## src/rtl/bcs_pkg.sv

```systemverilog
package bcs_pkg;
  localparam int unsigned COL_W  = 9;
  localparam int unsigned CODE_W = 3;

  typedef enum logic [CODE_W-1:0] {
    LEN_1    = 3'b000,
    LEN_2    = 3'b001,
    LEN_4    = 3'b010,
    LEN_8    = 3'b011,
    LEN_ROW  = 3'b111
  } len_code_e;

  // log2 of the fixed lengths; reserved codes fall back to one beat
  function automatic int unsigned code_to_log2(input logic [CODE_W-1:0] c);
    case (c)
      LEN_2:   return 1;
      LEN_4:   return 2;
      LEN_8:   return 3;
      default: return 0;
    endcase
  endfunction
endpackage

```

## src/rtl/bcs_len_decode.sv

```systemverilog
module bcs_len_decode
  import bcs_pkg::*;
#(
  parameter int unsigned W = COL_W
) (
  input  logic [CODE_W-1:0] code,
  output logic [W-1:0]      wrap_mask,
  output logic              full_row
);
  int unsigned lg;

  always_comb begin
    lg       = code_to_log2(code);
    full_row = (code == LEN_ROW);
  end

  for (genvar i = 0; i < W; i++) begin : g_mask
    assign wrap_mask[i] = full_row || (lg > i);
  end
endmodule

```

## src/rtl/bcs_col_gen.sv

```systemverilog
module bcs_col_gen #(
  parameter int unsigned W = 9
) (
  input  logic [W-1:0] base,
  input  logic [W-1:0] beat,
  input  logic [W-1:0] wrap_mask,
  input  logic         xor_order,
  output logic [W-1:0] col
);
  logic [W-1:0] sum;
  assign sum = base + beat;

  // per bit: bits outside the wrap window keep the base value
  for (genvar i = 0; i < W; i++) begin : g_bit
    logic lane;
    assign lane   = xor_order ? (base[i] ^ beat[i]) : sum[i];
    assign col[i] = wrap_mask[i] ? lane : base[i];
  end
endmodule

```

## src/rtl/bcs_ctrl.sv

```systemverilog
module bcs_ctrl #(
  parameter int unsigned W = 9
) (
  input  logic         clk,
  input  logic         rst_n,
  input  logic         take_req,
  input  logic         stop,
  input  logic         beat_fire,
  input  logic [W-1:0] req_base,
  input  logic [W-1:0] req_mask,
  input  logic         req_xor,
  input  logic         req_full,
  output logic         active,
  output logic [W-1:0] beat,
  output logic [W-1:0] base_q,
  output logic [W-1:0] mask_q,
  output logic         xor_q,
  output logic         last_beat
);
  logic full_q;

  assign last_beat = active && !full_q && (beat == mask_q);

  always_ff @(posedge clk or negedge rst_n) begin
    if (!rst_n) begin
      active <= 1'b0;
      beat   <= '0;
      base_q <= '0;
      mask_q <= '0;
      xor_q  <= 1'b0;
      full_q <= 1'b0;
    end else if (!active) begin
      if (take_req) begin
        active <= 1'b1;
        beat   <= '0;
        base_q <= req_base;
        mask_q <= req_mask;
        xor_q  <= req_xor && !req_full;
        full_q <= req_full;
      end
    end else begin
      if (beat_fire) beat <= beat + 1'b1;
      if (stop || (beat_fire && last_beat)) active <= 1'b0;
    end
  end
endmodule

```

## src/rtl/burst_col_seq.sv

```systemverilog
module burst_col_seq
  import bcs_pkg::*;
(
  input  logic              clk,
  input  logic              rst_n,
  input  logic              start_valid,
  output logic              start_ready,
  input  logic [COL_W-1:0]  start_col,
  input  logic [CODE_W-1:0] len_code,
  input  logic              ilv_mode,
  input  logic              stop,
  output logic              out_valid,
  input  logic              out_ready,
  output logic [COL_W-1:0]  out_col,
  output logic              out_last
);
  logic             active, last_beat, xor_q, req_full;
  logic [COL_W-1:0] beat, base_q, mask_q, req_mask;
  logic             take_req, beat_fire;

  assign start_ready = !active;
  assign take_req    = start_valid && start_ready;
  assign out_valid   = active;
  assign beat_fire   = active && out_ready;
  assign out_last    = last_beat;

  bcs_len_decode #(.W(COL_W)) u_dec (
    .code      (len_code),
    .wrap_mask (req_mask),
    .full_row  (req_full)
  );

  bcs_ctrl #(.W(COL_W)) u_ctrl (
    .clk       (clk),
    .rst_n     (rst_n),
    .take_req  (take_req),
    .stop      (stop),
    .beat_fire (beat_fire),
    .req_base  (start_col),
    .req_mask  (req_mask),
    .req_xor   (ilv_mode),
    .req_full  (req_full),
    .active    (active),
    .beat      (beat),
    .base_q    (base_q),
    .mask_q    (mask_q),
    .xor_q     (xor_q),
    .last_beat (last_beat)
  );

  bcs_col_gen #(.W(COL_W)) u_gen (
    .base      (base_q),
    .beat      (beat),
    .wrap_mask (mask_q),
    .xor_order (xor_q),
    .col       (out_col)
  );
endmodule

```

## config.mk

```make
export PLATFORM = sky130hd
export DESIGN_NAME = burst_col_seq
export DESIGN_NICKNAME = d
export VERILOG_FILES = /design/src/rtl/bcs_pkg.sv /design/src/rtl/bcs_len_decode.sv /design/src/rtl/bcs_col_gen.sv /design/src/rtl/bcs_ctrl.sv /design/src/rtl/burst_col_seq.sv
export SDC_FILE = /design/constraint.sdc
export NUM_CORES = 1
export LEC_CHECK = 0
export BUFFER_PORTS_ARGS = -buffer_cell sky130_fd_sc_hd__buf_2
export CORE_MARGIN = 8
export CORE_UTILIZATION = 52
export DETAILED_ROUTE_END_ITERATION = 10
export PLACE_DENSITY = 0.76
export SLEW_MARGIN = 10
export SYNTH_ARGS = -nofsm -noshare
export SYNTH_HDL_FRONTEND = slang
export SYNTH_SLANG_ARGS = --single-unit
```

## constraint.sdc

```tcl
create_clock -name clk -period 7 [get_ports clk]
set_clock_uncertainty 0.1 [all_clocks]
set_input_delay 2.1 -clock clk [delete_from_list [all_inputs] [get_ports clk]]
set_output_delay 2.1 -clock clk [all_outputs]
set_load 0.005 [all_outputs]
```

======== After elaboration in Yosys (flattened, before gate mapping) ========
Cells that the tools add are included.
W data, S select, Z words.
word-level totals
  register bits ........................... 30
  latch bits .............................. 0
  bits in writable memories ............... 0
  bits in read-only memories .............. 0
  output and inout bits ................... 12
  word-level logic and storage cells ...... 80
  memories kept ........................... 0
operators by class
  $add $sub $neg .......................... 2
  $mul .................................... 0
  div/mod/pow operators ................... 0
  order comparisons ....................... 9
  equality and inequality tests ........... 6
  shifts and indexed selects .............. 0
  mux-type cells .......................... 25
  bitwise operators ....................... 10
  reductions and logical operators ........ 22
operators with widths
  cell                   count
  $mux W9                3
  $mux W1                21
  $gt A2 B3 Y1 const B   4
  $logic_or A1 B1 Y1     10
  $add A9 B1 Y9 const B  1
  $add A9 B9 Y9          1
  $eq A9 B9 Y1           1
  $xor A1 B1 Y1          9
  $eq A3 B2 Y1 const B   2
  $logic_and A1 B1 Y1    6
  $pmux W2 S3            1
  $gt A2 B1 Y1 const B   2
  $gt A2 B2 Y1 const B   2
  $gt A2 B4 Y1 const B   1
  $reduce_and A2 Y1      2
  $eq A3 B1 Y1 const B   1
  $eq A3 B3 Y1 const B   1
  $logic_not A1 Y1       3
  $ne A2 B1 Y1 const B   1
  $reduce_bool A2 Y1     1
  $not A1 Y1             1

======== Longest topological paths before layout ========
  word-level depth ........................ 7
  depth in mapped cells ................... 7

======== Cells and area by module ========
From an unflattened synthesis, not the netlist that was laid out.
second synthesis, totals
  cells, all modules ...................... 224
  area total of the unflattened synthesis .. 1934.4 um^2
modules (own cells, without submodules)
  module          instances  cells each  area an instance (um^2)  seq. area each (um^2)
  bcs_ctrl        1          148         1370.1                   750.7
  bcs_col_gen     1          61          464.2                    0.0
  bcs_len_decode  1          12          83.8                     0.0
  burst_col_seq   1          3           16.3                     0.0

======== Worst setup path before layout ========
No wires, ideal clock.
  path type ............................... reg2out
  start point ............................. register u_ctrl.beat[0]
  end point ............................... output port out_col[6]
  data arrival time ....................... 1.896 ns
  path slack .............................. 2.904 ns
  cell stages (with the launch flop) ...... 8
  buffers on the path ..................... 0
  cells stage by stage .................... dfrtp_1 > ha_1 > fa_1 > a211oi_2 > a211oi_2 > a31oi_1 > xnor2_1 > mux2_2
on the way
  longest elaborated chain between the ends .. 3
ends and longest elaborated chain
  item                    RTL line             RTL
  start, declared         bcs_ctrl.sv:14       output logic [W-1:0] beat,
  start signal, assigned  bcs_ctrl.sv:42       if (beat_fire) beat <= beat + 1'b1;
  $add A9 B9 Y9           bcs_col_gen.sv:11    assign sum = base + beat;
  $mux W1                 bcs_col_gen.sv:16    assign lane = xor_order ? (base[i] ^ beat[i]) : sum[i];
  $mux W1                 bcs_col_gen.sv:17    assign col[i] = wrap_mask[i] ? lane : base[i];
  end, declared           burst_col_seq.sv:14  output logic [COL_W-1:0] out_col,
Every way passes these cells.

======== Worst setup path after layout ========
Same ends and word-level chain as after synthesis.

==> flow_metrics.env <==
export IMPL_critPathCaptureType="output pin"
export IMPL_regToRegStartpoint="u_ctrl.active$_DFF_PN0_"
export IMPL_layout_cells_sized_above_1_pct=25.0
export IMPL_io_pin_count=30
export IMPL_worstPathMaxFanout=6
export IMPL_die_area_um2=5040
export IMPL_synthTopCellsByArea="sky130_fd_sc_hd__dfrtp_1 38%, sky130_fd_sc_hd__ha_1 7.2%, sky130_fd_sc_hd__mux2_2 6.4%, sky130_fd_sc_hd__nand2_1 4.8%, sky130_fd_sc_hd__xor2_1 3.3%"
export IMPL_count_of_warnings_emitted_by_yosys=0
export IMPL_synth_main_ff_cell="sky130_fd_sc_hd__dfrtp_1"
export IMPL_placement_setup_worst_slack_ns=2.64
export IMPL_dp_hpwl_um=2810
export IMPL_timing_critical_path_required_ns=4.80
export IMPL_maximum_level_of_the_cts_h_tree=1
export IMPL_synth_common_cells="24 x sky130_fd_sc_hd__dfrtp_1, 20 x sky130_fd_sc_hd__nand2_1, 10 x sky130_fd_sc_hd__nor2_1"
export IMPL_clock_slew_seen_by_the_registers_of_the_worst_setup_and_hold_paths_ns=0.14
export IMPL_reg_to_reg_slack_setup_ns=5.13
export IMPL_finish_net_count=217
export IMPL_finalMaxSlewViolations=0
export IMPL_fin_area_um2=1770
export IMPL_max_vdd_ir_drop_uv=184
export IMPL_drt_drc_violations_left=0
export IMPL_max_cap_violations=0
export IMPL_synthesized_area_um2=1570
export IMPL_syn_num_nets=189
export IMPL_aggregate_global_routing_overflow=0
export IMPL_first_iter_violations=141
export IMPL_cts_hold_bufs=0
export IMPL_async_flop_share_pct=100
export IMPL_start_util_pct=53.3
export IMPL_dieWidth_um=71.0
export IMPL_critical_path_top_cell_by_count="sky130_fd_sc_hd__a211oi_2"
export IMPL_leakagePower_nw=0.802
export IMPL_grt_first_pass_wirelength_um=6130
export IMPL_timing_hold_ws_ns=0.442
export IMPL_fin_crit_ns=4.72
export IMPL_share_of_the_synthesized_area_in_the_top_cell_type_pct=38.2
export IMPL_die_y_um=71.0
export IMPL_diodes=0
export IMPL_filler_cell_count=267
export IMPL_cell_pwr_density_nw_per_um2=281
export IMPL_core_area_um2=2950
export IMPL_synth_avg_cell_area_um2=9.78
export IMPL_hold_class="reg -> reg"
export IMPL_clock_tree_from_tritoncts="yes"
export IMPL_maxClockFrequency_ghz=0.212
export IMPL_min_period_over_period_pct=67.5
export IMPL_clk_insertion_delay_late_ns=0.31
export IMPL_grt_util_all_layers_pct=14.7
export IMPL_cell_type_with_the_highest_aggregate_area_in_the_netlist="sky130_fd_sc_hd__dfrtp_1"
export IMPL_min_setup_slack_post_route_ns=2.28
export IMPL_place_gp_congestion=0.816
export IMPL_proportion_of_synthesized_chip_area_in_sequential_cells_pct=38.2
export IMPL_totalPowerFinal_mw=0.498
export IMPL_synthDistinctLibCells=47
export IMPL_post_cts_resize_count=0
export IMPL_grt_pass1_vias=1381
export IMPL_post_drt_wl_per_cell_um=16.2
export IMPL_slowest_stage="sky130_fd_sc_hd__dfrtp_1"
export IMPL_antenna_violating_nets_post_route=0
export IMPL_detailedRoute_firstPassIterationCount=4
export IMPL_status="finished, final reports clean"
export IMPL_final_setup_tns_ns=0
export IMPL_count_of_cells_along_the_worst_register_to_register_path=3
export IMPL_num_rows=20
export IMPL_report_final_setup_viol=0
export IMPL_cts_root_buf="sky130_fd_sc_hd__clkbuf_4"
export IMPL_synth_ff_latch_count=24
export IMPL_timing_worst_slew_pin_value_ns=0.898
export IMPL_cts_repair_timing_setup_buffer_count=0
export IMPL_place_area_um2=1730
export IMPL_max_stage_delay_ns=0.48
export IMPL_synth_most_common_cell="sky130_fd_sc_hd__dfrtp_1"
export IMPL_rsz0062_at_grt="false"
export IMPL_antenna_violations_before_repair=0
export IMPL_total_number_of_vias=1338
export IMPL_hp_start="u_ctrl.base_q[8]$_DFFE_PN0P_"
export IMPL_hold_viol=0
export IMPL_post_drt_via_cell_ratio=6.05
export IMPL_startpoint="u_ctrl.beat[0]$_DFFE_PN0P_"
export IMPL_timing_worst_setup_path_type="reg -> out"
export IMPL_worstHoldPathCells=1
export IMPL_cts_sinks=24
export IMPL_port_buffer_count=29
export IMPL_synth_cells=161
export IMPL_cp_data_arrival_time_ns=2.52
export IMPL_slew_headroom_pct=40.0
export IMPL_min_delay_worst_endpoint="u_ctrl.base_q[8]$_DFFE_PN0P_"
export IMPL_rr_endpoint="u_ctrl.base_q[2]$_DFFE_PN0P_"
export IMPL_cts_buffer_depth=2
export IMPL_worst_setup_path_start_kind="register"
export IMPL_crit_path_cell_trace="ha_1 > fa_1 > a211oi_2 > a211oi_2 > a31oi_1 > xnor2_1 > mux2_2 > buf_2"
export IMPL_cts_buffers=3
export IMPL_syn_to_final_growth_pct=12.3
export IMPL_grt_start_max_net_pins=27
export IMPL_synth_edf_count=0
export IMPL_totalWireLength_um=3580
[metal layers]
metal	vias to the layer above	global-route usage (%)	share of wire, %	wire length, um
met5	-	0	0	0
met4	0	6.47	2.2	80
met3	10	3.25	3.2	116
met2	28	24.7	50	1810
met1	657	17.4	44	1580
li1	643	-	-	-
[power breakdown]
part           internal, mW  switching [mW]  leakage, nW
logic                 0.108           0.103        0.476
clock network        0.0318          0.0416       0.0210
registers             0.169          0.0442        0.305
[worst max-delay path, delay by kind of cell, from the launching register on]
family                   cells  cell delay, ns
adder cells (fa/ha/maj)      2            0.68
XOR/XNOR                     1            0.09
AO/OA/AOI/OAI                3            0.57
multiplexers                 1            0.26
buffers and inverters        1            0.12
flip-flops                   1            0.48
[cell type report]
class | count | area [um^2] | area share, %
clock buffer | 4 | 36.3 | 2.05
multi-input combinational | 127 | 930 | 52.6
timing repair buffer | 29 | 145 | 8.21
tap | 33 | 41.3 | 2.34
inverter | 4 | 15.0 | 0.849
sequential | 24 | 601 | 34.0
[state kept, by name, summed over array words and instances (netlist names)]
signal,cells
u_ctrl.mask_q,4
u_ctrl.xor_q,1
u_ctrl.base_q,9
u_ctrl.beat,9
u_ctrl.active,1
[cell families after synthesis]
group,after synthesis,synth area share [%]
compound gates,37,15.7
xor+xnor,11,6.12
fa+ha+maj,10,8.43
buf+inv,10,2.78
flops,24,38.2
mux,16,11.1
simple gates,53,17.6
[per-stage QoR]
stage          utilization, %  cells
4_1_cts                  59.9    221
3_3_place_gp             58.6    217
3_5_place_dp             58.6    217
6_report                 59.9    221
2_1_floorplan               -    161
5_1_grt                  59.9    221
[how the worst max path moves through the flow]
stage	to	slack (ns)
after floorplan	out_col[6]	2.90
after global placement	out_col[6]	2.69
after detailed placement	out_col[6]	2.64
after CTS	out_col[6]	2.26
after global routing	out_col[6]	2.12
final	out_col[6]	2.28
[cell usage in the layout, fill, tap and decap left out, types with 2 or more instances in the layout]
cell and count:
sky130_fd_sc_hd__xnor2_1 5, sky130_fd_sc_hd__nand4b_1 3, sky130_fd_sc_hd__xor2_1 6, sky130_fd_sc_hd__a21o_1 2, sky130_fd_sc_hd__ha_1 9, sky130_fd_sc_hd__o31ai_1 2
sky130_fd_sc_hd__a21oi_1 8, sky130_fd_sc_hd__mux2_1 3, sky130_fd_sc_hd__nand3_1 5, sky130_fd_sc_hd__dfrtp_1 24, sky130_fd_sc_hd__nor2b_1 2, sky130_fd_sc_hd__o22ai_1 3
sky130_fd_sc_hd__clkbuf_4 3, sky130_fd_sc_hd__buf_2 29, sky130_fd_sc_hd__mux2i_1 4, sky130_fd_sc_hd__a211oi_2 2, sky130_fd_sc_hd__nor2_1 10, sky130_fd_sc_hd__nand4_1 2
sky130_fd_sc_hd__nand2_1 20, sky130_fd_sc_hd__inv_1 2, sky130_fd_sc_hd__o21ai_0 6, sky130_fd_sc_hd__mux2_2 9, sky130_fd_sc_hd__o211ai_1 3, sky130_fd_sc_hd__o21ai_1 3
(Power assumes the default switching activity.)
